==> src/rtl/bca_pkg.sv <==
package bca_pkg;

  typedef enum logic [1:0] {
    CL_ZERO = 2'd0,
    CL_ONE  = 2'd1,
    CL_UNST = 2'd2
  } lvl_cls_e;

  typedef enum logic [1:0] {
    AC_CROSS = 2'd0,
    AC_FWD   = 2'd1,
    AC_WRAP  = 2'd2,
    AC_NONE  = 2'd3
  } align_case_e;

  // Level class from the accumulated "all ones" / "all zeros" flags.
  function automatic lvl_cls_e word_class(input logic all_ones, input logic all_zeros);
    if (all_ones)  return CL_ONE;
    if (all_zeros) return CL_ZERO;
    return CL_UNST;
  endfunction

  // Floor midpoint of the ring segment running upward from lo to hi.
  function automatic int unsigned ring_mid(input int unsigned lo, input int unsigned hi,
                                           input int unsigned n);
    return (lo + ((hi + n - lo) % n) / 2) % n;
  endfunction

  // Number of downward steps from a to b on a ring of n taps.
  function automatic int unsigned ring_dist(input int unsigned a, input int unsigned b,
                                            input int unsigned n);
    return (a + n - b) % n;
  endfunction

endpackage

==> src/rtl/bca_tapreg.sv <==
module bca_tapreg #(
  parameter int TAPS      = 32,
  parameter int START_TAP = 16,
  localparam int TAP_W    = $clog2(TAPS)
) (
  input  logic             clk,
  input  logic             rst_n,
  input  logic             step_req,
  input  logic             step_up,
  output logic             dly_ce,
  output logic             dly_inc,
  output logic [TAP_W-1:0] tap
);

  localparam logic [TAP_W-1:0] TAP0 = TAP_W'(START_TAP);
  localparam logic [TAP_W-1:0] UNIT = TAP_W'(1);

  always_ff @(posedge clk or negedge rst_n) begin
    if (!rst_n) begin
      dly_ce  <= 1'b0;
      dly_inc <= 1'b0;
      tap     <= TAP0;
    end else begin
      dly_ce <= step_req;
      if (step_req) begin
        dly_inc <= step_up;
        tap     <= step_up ? tap + UNIT : tap - UNIT;
      end
    end
  end

endmodule

==> src/rtl/bca_sampler.sv <==
module bca_sampler import bca_pkg::*; #(
  parameter int W      = 8,
  parameter int SETTLE = 6,
  parameter int NSMP   = 4
) (
  input  logic         clk,
  input  logic         rst_n,
  input  logic         go,
  input  logic [W-1:0] word,
  output logic         vld,
  output lvl_cls_e     cls
);

  localparam int CMAX = (SETTLE > NSMP) ? SETTLE : NSMP;
  localparam int CW   = $clog2(CMAX + 1);

  logic          busy, sampling, acc1, acc0;
  logic [CW-1:0] cnt;
  logic          w_ones, w_zeros;

  assign w_ones  = &word;
  assign w_zeros = ~|word;

  always_ff @(posedge clk or negedge rst_n) begin
    if (!rst_n) begin
      busy     <= 1'b0;
      sampling <= 1'b0;
      cnt      <= '0;
      acc1     <= 1'b1;
      acc0     <= 1'b1;
      vld      <= 1'b0;
      cls      <= CL_UNST;
    end else begin
      vld <= 1'b0;
      if (go) begin
        busy     <= 1'b1;
        sampling <= 1'b0;
        cnt      <= CW'(SETTLE);
        acc1     <= 1'b1;
        acc0     <= 1'b1;
      end else if (busy) begin
        if (!sampling) begin
          if (cnt == '0) begin
            sampling <= 1'b1;
            cnt      <= CW'(NSMP - 1);
          end else begin
            cnt <= cnt - CW'(1);
          end
        end else begin
          acc1 <= acc1 & w_ones;
          acc0 <= acc0 & w_zeros;
          if (cnt == '0) begin
            busy <= 1'b0;
            vld  <= 1'b1;
            cls  <= word_class(acc1 & w_ones, acc0 & w_zeros);
          end else begin
            cnt <= cnt - CW'(1);
          end
        end
      end
    end
  end

endmodule

==> src/rtl/bca_seq.sv <==
module bca_seq import bca_pkg::*; #(
  parameter int TAPS      = 32,
  parameter int START_TAP = 16,
  parameter int BACK      = 3,
  localparam int TAP_W    = $clog2(TAPS)
) (
  input  logic             clk,
  input  logic             rst_n,
  input  logic             run_ok,
  input  logic             meas_vld,
  input  lvl_cls_e         meas_cls,
  input  logic [TAP_W-1:0] tap,
  output logic             step_req,
  output logic             step_up,
  output logic             meas_go,
  output logic             done,
  output logic             fall,
  output align_case_e      acase,
  output logic             lvl
);

  localparam int CNT_W = TAP_W + 1;
  localparam logic [CNT_W-1:0] BACK_C = CNT_W'(BACK);
  localparam logic [CNT_W-1:0] TAPS_C = CNT_W'(TAPS);
  localparam logic [CNT_W-1:0] SPAN_C = CNT_W'(TAPS - START_TAP);
  localparam logic [CNT_W-1:0] ONE_C  = CNT_W'(1);

  typedef enum logic [1:0] {ST_IDLE, ST_ISSUE, ST_WAIT, ST_LOCK} st_e;
  typedef enum logic [2:0] {PH_START, PH_BACK, PH_RET, PH_SWEEP, PH_GO} ph_e;

  st_e              st;
  ph_e              ph;
  logic             mv_en, up, chg, uvalid;
  logic [CNT_W-1:0] cnt, mv;
  lvl_cls_e         c0, cb;
  logic [TAP_W-1:0] first_u, last_u;

  // Named intermediate results.
  logic [CNT_W-1:0] k_c, back_dist_c, zero_dist_c;
  logic [TAP_W-1:0] mid_c, tgt_c;
  lvl_cls_e         opp_c;
  logic             hit_c, wrapped_c;

  assign k_c         = cnt + ONE_C;
  assign opp_c       = (c0 == CL_ONE) ? CL_ZERO : CL_ONE;
  assign hit_c       = (meas_cls == opp_c);
  assign mid_c       = TAP_W'(ring_mid(32'(first_u), 32'(last_u), TAPS));
  assign tgt_c       = uvalid ? mid_c : tap;
  assign back_dist_c = CNT_W'(ring_dist(32'(tap), 32'(tgt_c), TAPS));
  assign zero_dist_c = CNT_W'(ring_dist(32'd0, 32'(tap), TAPS));
  assign wrapped_c   = (k_c >= SPAN_C);

  assign step_req = (st == ST_ISSUE) && mv_en;
  assign meas_go  = (st == ST_ISSUE);
  assign step_up  = up;

  always_ff @(posedge clk or negedge rst_n) begin
    if (!rst_n) begin
      st      <= ST_IDLE;
      ph      <= PH_START;
      mv_en   <= 1'b0;
      up      <= 1'b0;
      chg     <= 1'b0;
      uvalid  <= 1'b0;
      cnt     <= '0;
      mv      <= '0;
      c0      <= CL_UNST;
      cb      <= CL_UNST;
      first_u <= '0;
      last_u  <= '0;
      done    <= 1'b0;
      fall    <= 1'b0;
      acase   <= AC_CROSS;
      lvl     <= 1'b0;
    end else begin
      case (st)
        ST_IDLE: begin
          if (run_ok) begin
            st    <= ST_ISSUE;
            mv_en <= 1'b0;
            ph    <= PH_START;
          end
        end
        ST_ISSUE: st <= ST_WAIT;
        ST_WAIT: begin
          if (meas_vld) begin
            st    <= ST_ISSUE;
            mv_en <= 1'b1;
            case (ph)
              PH_START: begin
                c0  <= meas_cls;
                ph  <= PH_BACK;
                cnt <= '0;
                up  <= 1'b0;
              end
              PH_BACK: begin
                if (meas_cls != c0) chg <= 1'b1;
                cb  <= meas_cls;
                cnt <= k_c;
                if (k_c >= BACK_C) begin
                  ph <= PH_RET;
                  mv <= BACK_C;
                  up <= 1'b1;
                end else begin
                  up <= 1'b0;
                end
              end
              PH_RET: begin
                up <= 1'b1;
                if (mv == ONE_C) begin
                  if (c0 == CL_UNST) begin
                    fall  <= (cb == CL_ONE);
                    acase <= AC_CROSS;
                    st    <= ST_LOCK;
                    done  <= 1'b1;
                    mv_en <= 1'b0;
                  end else if (chg) begin
                    fall  <= (c0 == CL_ZERO);
                    acase <= AC_CROSS;
                    st    <= ST_LOCK;
                    done  <= 1'b1;
                    mv_en <= 1'b0;
                  end else begin
                    ph     <= PH_SWEEP;
                    cnt    <= '0;
                    uvalid <= 1'b0;
                  end
                end else begin
                  mv <= mv - ONE_C;
                end
              end
              PH_SWEEP: begin
                cnt <= k_c;
                if (hit_c) begin
                  fall  <= (c0 == CL_ONE);
                  acase <= wrapped_c ? AC_WRAP : AC_FWD;
                  up    <= 1'b0;
                  if (back_dist_c == '0) begin
                    st    <= ST_LOCK;
                    done  <= 1'b1;
                    mv_en <= 1'b0;
                  end else begin
                    ph <= PH_GO;
                    mv <= back_dist_c;
                  end
                end else begin
                  if (meas_cls == CL_UNST) begin
                    if (!uvalid) first_u <= tap;
                    last_u <= tap;
                    uvalid <= 1'b1;
                  end else begin
                    uvalid <= 1'b0;
                  end
                  up <= 1'b1;
                  if (k_c == TAPS_C) begin
                    acase <= AC_NONE;
                    lvl   <= (c0 == CL_ONE);
                    fall  <= 1'b0;
                    if (zero_dist_c == '0) begin
                      st    <= ST_LOCK;
                      done  <= 1'b1;
                      mv_en <= 1'b0;
                    end else begin
                      ph <= PH_GO;
                      mv <= zero_dist_c;
                    end
                  end
                end
              end
              PH_GO: begin
                if (mv == ONE_C) begin
                  st    <= ST_LOCK;
                  done  <= 1'b1;
                  mv_en <= 1'b0;
                end else begin
                  mv <= mv - ONE_C;
                end
              end
              default: st <= ST_LOCK;
            endcase
          end
        end
        ST_LOCK: st <= ST_LOCK;
        default: st <= ST_IDLE;
      endcase
    end
  end

endmodule

==> src/rtl/bclk_align_ctrl.sv <==
module bclk_align_ctrl import bca_pkg::*; #(
  parameter int W         = 8,
  parameter int TAPS      = 32,
  parameter int START_TAP = 16,
  parameter int BACK      = 3,
  parameter int SETTLE    = 6,
  parameter int NSMP      = 4,
  localparam int TAP_W    = $clog2(TAPS)
) (
  input  logic             clk,
  input  logic             rst_n,
  input  logic             clk_ok,
  input  logic             cal_ok,
  input  logic [W-1:0]     smp_word,
  output logic             dly_ce,
  output logic             dly_inc,
  output logic [TAP_W-1:0] tap_o,
  output logic             done,
  output logic             fall_o,
  output logic [1:0]       case_o,
  output logic             lvl_o
);

  logic        step_fire, step_up, meas_go, meas_vld;
  lvl_cls_e    meas_cls;
  align_case_e acase;

  bca_tapreg #(.TAPS(TAPS), .START_TAP(START_TAP)) u_tap (
    .clk(clk), .rst_n(rst_n), .step_req(step_fire), .step_up(step_up),
    .dly_ce(dly_ce), .dly_inc(dly_inc), .tap(tap_o)
  );

  bca_sampler #(.W(W), .SETTLE(SETTLE), .NSMP(NSMP)) u_smp (
    .clk(clk), .rst_n(rst_n), .go(meas_go), .word(smp_word),
    .vld(meas_vld), .cls(meas_cls)
  );

  bca_seq #(.TAPS(TAPS), .START_TAP(START_TAP), .BACK(BACK)) u_seq (
    .clk(clk), .rst_n(rst_n), .run_ok(clk_ok & cal_ok),
    .meas_vld(meas_vld), .meas_cls(meas_cls), .tap(tap_o),
    .step_req(step_fire), .step_up(step_up), .meas_go(meas_go),
    .done(done), .fall(fall_o), .acase(acase), .lvl(lvl_o)
  );

  assign case_o = acase;

endmodule

==> config.mk <==
export PLATFORM = sky130hd
export DESIGN_NAME = bclk_align_ctrl
export DESIGN_NICKNAME = d
export VERILOG_FILES = /design/src/rtl/bca_pkg.sv /design/src/rtl/bca_tapreg.sv /design/src/rtl/bca_sampler.sv /design/src/rtl/bca_seq.sv /design/src/rtl/bclk_align_ctrl.sv
export SDC_FILE = /design/constraint.sdc
export NUM_CORES = 1
export LEC_CHECK = 0
export ABC_AREA = 1
export BUFFER_PORTS_ARGS = -buffer_cell sky130_fd_sc_hd__buf_2
export CAP_MARGIN = 20
export CORE_MARGIN = 4
export CORE_UTILIZATION = 55
export CTS_CLUSTER_SIZE = 16
export DETAILED_ROUTE_END_ITERATION = 6
export PLACE_DENSITY = 0.73
export SYNTH_ARGS = -nofsm -noshare
export SYNTH_HDL_FRONTEND = slang
export SYNTH_HIERARCHICAL = 1
export SYNTH_SLANG_ARGS = --single-unit
==> constraint.sdc <==
create_clock -name clk -period 7.36 [get_ports clk]
set_clock_uncertainty 0.15 [all_clocks]
set_input_delay 2.208 -clock clk [delete_from_list [all_inputs] [get_ports clk]]
set_output_delay 2.208 -clock clk [all_outputs]
set_load 0.01 [all_outputs]
==> flow_metrics.tcl <==
set metrics [dict create \
    reg2reg_from "u_seq/first_u[0]$_DFFE_PN0P_" \
    drt-wirelength-per-cell_um 12.7 \
    cts_tree "built" \
    grt_pass1_wl_um 14500 \
    synth_ff_type "dfrtp_1" \
    power.leakage_uw 0.00230 \
    numCtsBuffers 9 \
    fp.dieH_um 93.2 \
    clockBufferDepth 2 \
    antenna_left 0 \
    gr-total-overflow 0 \
    period_share_pct 51.2 \
    core-area_um2 6940 \
    post_cts_buffers 0 \
    via_per_inst 5.22 \
    io_buffers 23 \
    grt_pass1_vias 3216 \
    num_io_pins 24 \
    syn_area_um2 4000 \
    dp_cells 642 \
    slowest_delay_ns 0.42 \
    pre_cts_ws_ns 3.69 \
    ys_seq_area_share_pct 35.9 \
    outcome "completed" \
    endpoint_kind "register" \
    final_util_pct 63.9 \
    cp_data_arrival_time_ns 3.88 \
    cts_root_buf "clkbuf_8" \
    synth-seq-cells 57 \
    fmax_mhz 266 \
    postCtsResizedCells 0 \
    reg2reg_slack_ns 3.59 \
    hpwl_um 6390 \
    tns_ns 0 \
    drv_slew 0 \
    min_path_type "reg2reg" \
    cpMostUsedCell "nand2_1" \
    dr.pass1.iters 5 \
    holdBufCountCts 0 \
    crit_cells 22 \
    htreeDepth 3 \
    cts_sinks 57 \
    syn_avg_cell_area_um2 7.63 \
    whs_endpoint "u_seq/done$_DFFE_PN0P_" \
    drive_gt1_share_pct 16.4 \
    yosysWarningCount 6 \
    grt_usage_pct 20.8 \
    max_cap_violations 0 \
    diodes 0 \
    synth_cell_types 44 \
    rows 30 \
    timing.slew.headroom_pct 37.3 \
    first_iter_violations 270 \
    syn_nets 563 \
    gp_congestion 0.921 \
    cp_slowest_cell "fa_1" \
    postRouteWirelength_um 8330 \
    cp_cell_sequence "inv_1 > nor2_1 > fa_1 > xnor2_1 > inv_1 > fa_1 > inv_1 > nor2_1 > o21ai_0 > o21ai_0 > ha_1 > a21oi_1 > nand2_1 > nand2_1 > nand2_1 > nor2_1 > nand4_1 > nand2_1 > nand2_1 > nand2_2 > nand2_1 > nand2_1" \
    tightest_slew_ns 0.938 \
    startpoint_type "register" \
    dieArea_um2 8690 \
    worstHoldStart "u_seq/done$_DFFE_PN0P_" \
    worst_slack_ns 3.59 \
    worstSkewPairLatency_ns 0.33 \
    final_nets 596 \
    synth_edf_count 0 \
    r2r-end "u_seq/ph[0]$_DFFE_PN0P_" \
    vias 3434 \
    syn_to_final_growth_pct 11.1 \
    crit_type "reg2reg" \
    setup_violations 0 \
    die_w_um 93.2 \
    reg2reg_depth 22 \
    fin_crit_ns 3.77 \
    ys_async_sr_fraction_pct 100 \
    power_density_nw_per_um2 351 \
    syn_inst 524 \
    crit_fanout 4 \
    route.detailed.drc 0 \
    clk_pin_slew_ns 0.06 \
    fin_cells 658 \
    whs_path_depth 2 \
    critPathTopFamily "adder cells" \
    rsz0062_at_grt "no" \
    start_util_pct 57.5 \
    crit_required_ns 7.48 \
    grt_max_degree 58 \
    hold_viol 0 \
    ir_drop_mv 0.196 \
    antenna_found_initial 0 \
    worst-path-buf-inv 3 \
]
==> logic make-up after synthesis <==
group / after synthesis / synth area share (%)
xor gates and xnor gates: 16 / 3.69
AOI/OAI and AO/OA: 72 / 10.7
and+or+nand+nor: 268 / 32.3
adders and majority gates: 27 / 9.20
DFF: 57 / 35.9
muxes: 1 / 0.250
buffers and inverters: 83 / 7.98
==> state kept, by name, summed over array words and instances (netlist names), 2 cells and up <==
name           count
u_seq/cnt          6
u_seq/mv           6
u_seq/first_u      5
u_seq/last_u       5
u_tap/tap          5
u_seq/ph           3
u_smp/cnt          3
u_seq/acase        2
u_seq/c0           2
u_seq/cb           2
u_seq/st           2
u_smp/cls          2
==> tightest hold or removal path: stages (launching register included) <==
cell and delay [ns]:
dfrtp_1 0.34, inv_1 0.05, nand2_1 0.05
==> routing by layer <==
layer / track usage [%] / vias up / share of wire, %
met4: 7.69 / 0 / 1.5
met3: 4.02 / 15 / 3.7
met5: 0 / - / 0
met1: 27.8 / 1597 / 46
li1: - / 1750 / -
met2: 33.4 / 72 / 49
==> cells in the mapped netlist, types with 4 or more instances <==
cell type | number | share of area [%]
a21oi_1 | 17 | 2.1
dfrtp_1 | 51 | 32
dfstp_2 | 6 | 3.9
fa_1 | 4 | 2.0
ha_1 | 23 | 7.2
inv_1 | 68 | 6.4
inv_2 | 11 | 1.0
nand2_1 | 136 | 13
nand2_2 | 9 | 1.4
nand2_4 | 4 | 1.1
nand3_1 | 36 | 4.5
nand3b_1 | 4 | 0.75
nand4_1 | 6 | 0.94
nor2_1 | 47 | 4.4
nor2_4 | 6 | 1.7
o211ai_1 | 4 | 0.75
o21ai_0 | 32 | 4.0
o21ai_2 | 4 | 0.88
o22ai_1 | 4 | 0.63
xnor2_1 | 4 | 0.88
xor2_1 | 11 | 2.4
==> stage by stage <==
| stage | instance area [um2] | power (uW) | hold slack, ns |
|---|---|---|---|
| 3_3_place_gp | 4220 | 1210 | 0.294 |
| 5_1_grt | 4440 | 1700 | 0.346 |
| 4_1_cts | 4440 | 1570 | 0.329 |
| 6_report | 4440 | 1560 | 0.318 |
| 2_1_floorplan | 4000 | 1060 | 0.292 |
| 3_5_place_dp | 4220 | 1230 | 0.313 |
==> power breakdown <==
part | internal [uW] | total (uW) | leakage [uW] | switching [uW]
logic | 269 | 738 | 0.00144 | 468
registers | 402 | 496 | 0.000745 | 93.9
clock network | 200 | 323 | 0.000108 | 123
==> final cells by class <==
| cell class | instances | area [um2] |
|---|---|---|
| fillers | 626 | 2510 |
| multi-input cells | 384 | 2240 |
| flip-flops and latches | 57 | 1430 |
| inverters | 81 | 304 |
| clock buffers | 13 | 149 |
| repair buffers | 24 | 123 |
| well taps | 96 | 120 |
| clock inverters | 3 | 65.1 |
==> how the worst max path moves through the flow <==
| stage | start | end | slack (ns) |
|---|---|---|---|
| detailed placement | u_seq/first_u[0]$_DFFE_PN0P_ | u_seq/ph[2]$_DFFE_PN0P_ | 3.69 |
| global placement | u_seq/first_u[0]$_DFFE_PN0P_ | u_seq/ph[2]$_DFFE_PN0P_ | 3.72 |
| global route | u_seq/first_u[0]$_DFFE_PN0P_ | u_seq/ph[0]$_DFFE_PN0P_ | 3.25 |
| floorplan | u_seq/last_u[0]$_DFFE_PN0P_ | u_seq/ph[1]$_DFFE_PN0P_ | 4.05 |
| finish | u_seq/first_u[0]$_DFFE_PN0P_ | u_seq/ph[0]$_DFFE_PN0P_ | 3.59 |
| CTS | u_seq/first_u[0]$_DFFE_PN0P_ | u_seq/ph[2]$_DFFE_PN0P_ | 3.65 |
==> layout by cell type, fill, tap and decap left out, types with 2 or more instances in the layout <==
cell       netlist  final
nor2_1          47     47
o211ai_1         4      4
fa_1             4      4
or2_1            3      3
dfrtp_1         51     51
o221ai_1         2      2
clkbuf_8         0     10
o21ai_0         32     32
nor3_4           2      2
o21ai_1          3      3
nand3_2          2      2
or2_2            2      2
nand2_1        136    136
inv_2           11     11
nand2_4          4      4
clkinv_1         2      2
clkbuf_1         1      3
nand3_1         36     36
nand4_1          6      6
xor2_1          11     11
nand2_2          9      9
nor2_8           2      2
a21oi_1         17     17
nand3b_1         4      4
buf_2            0     23
nor2_2           3      3
o21ai_2          4      4
o22ai_1          4      4
inv_1           68     68
nor3b_1          3      3
bufinv_16        0      2
ha_1            23     23
dfstp_2          6      6
xnor2_1          4      4
nor2_4           6      6
Power figures use the tool's default switching activity.
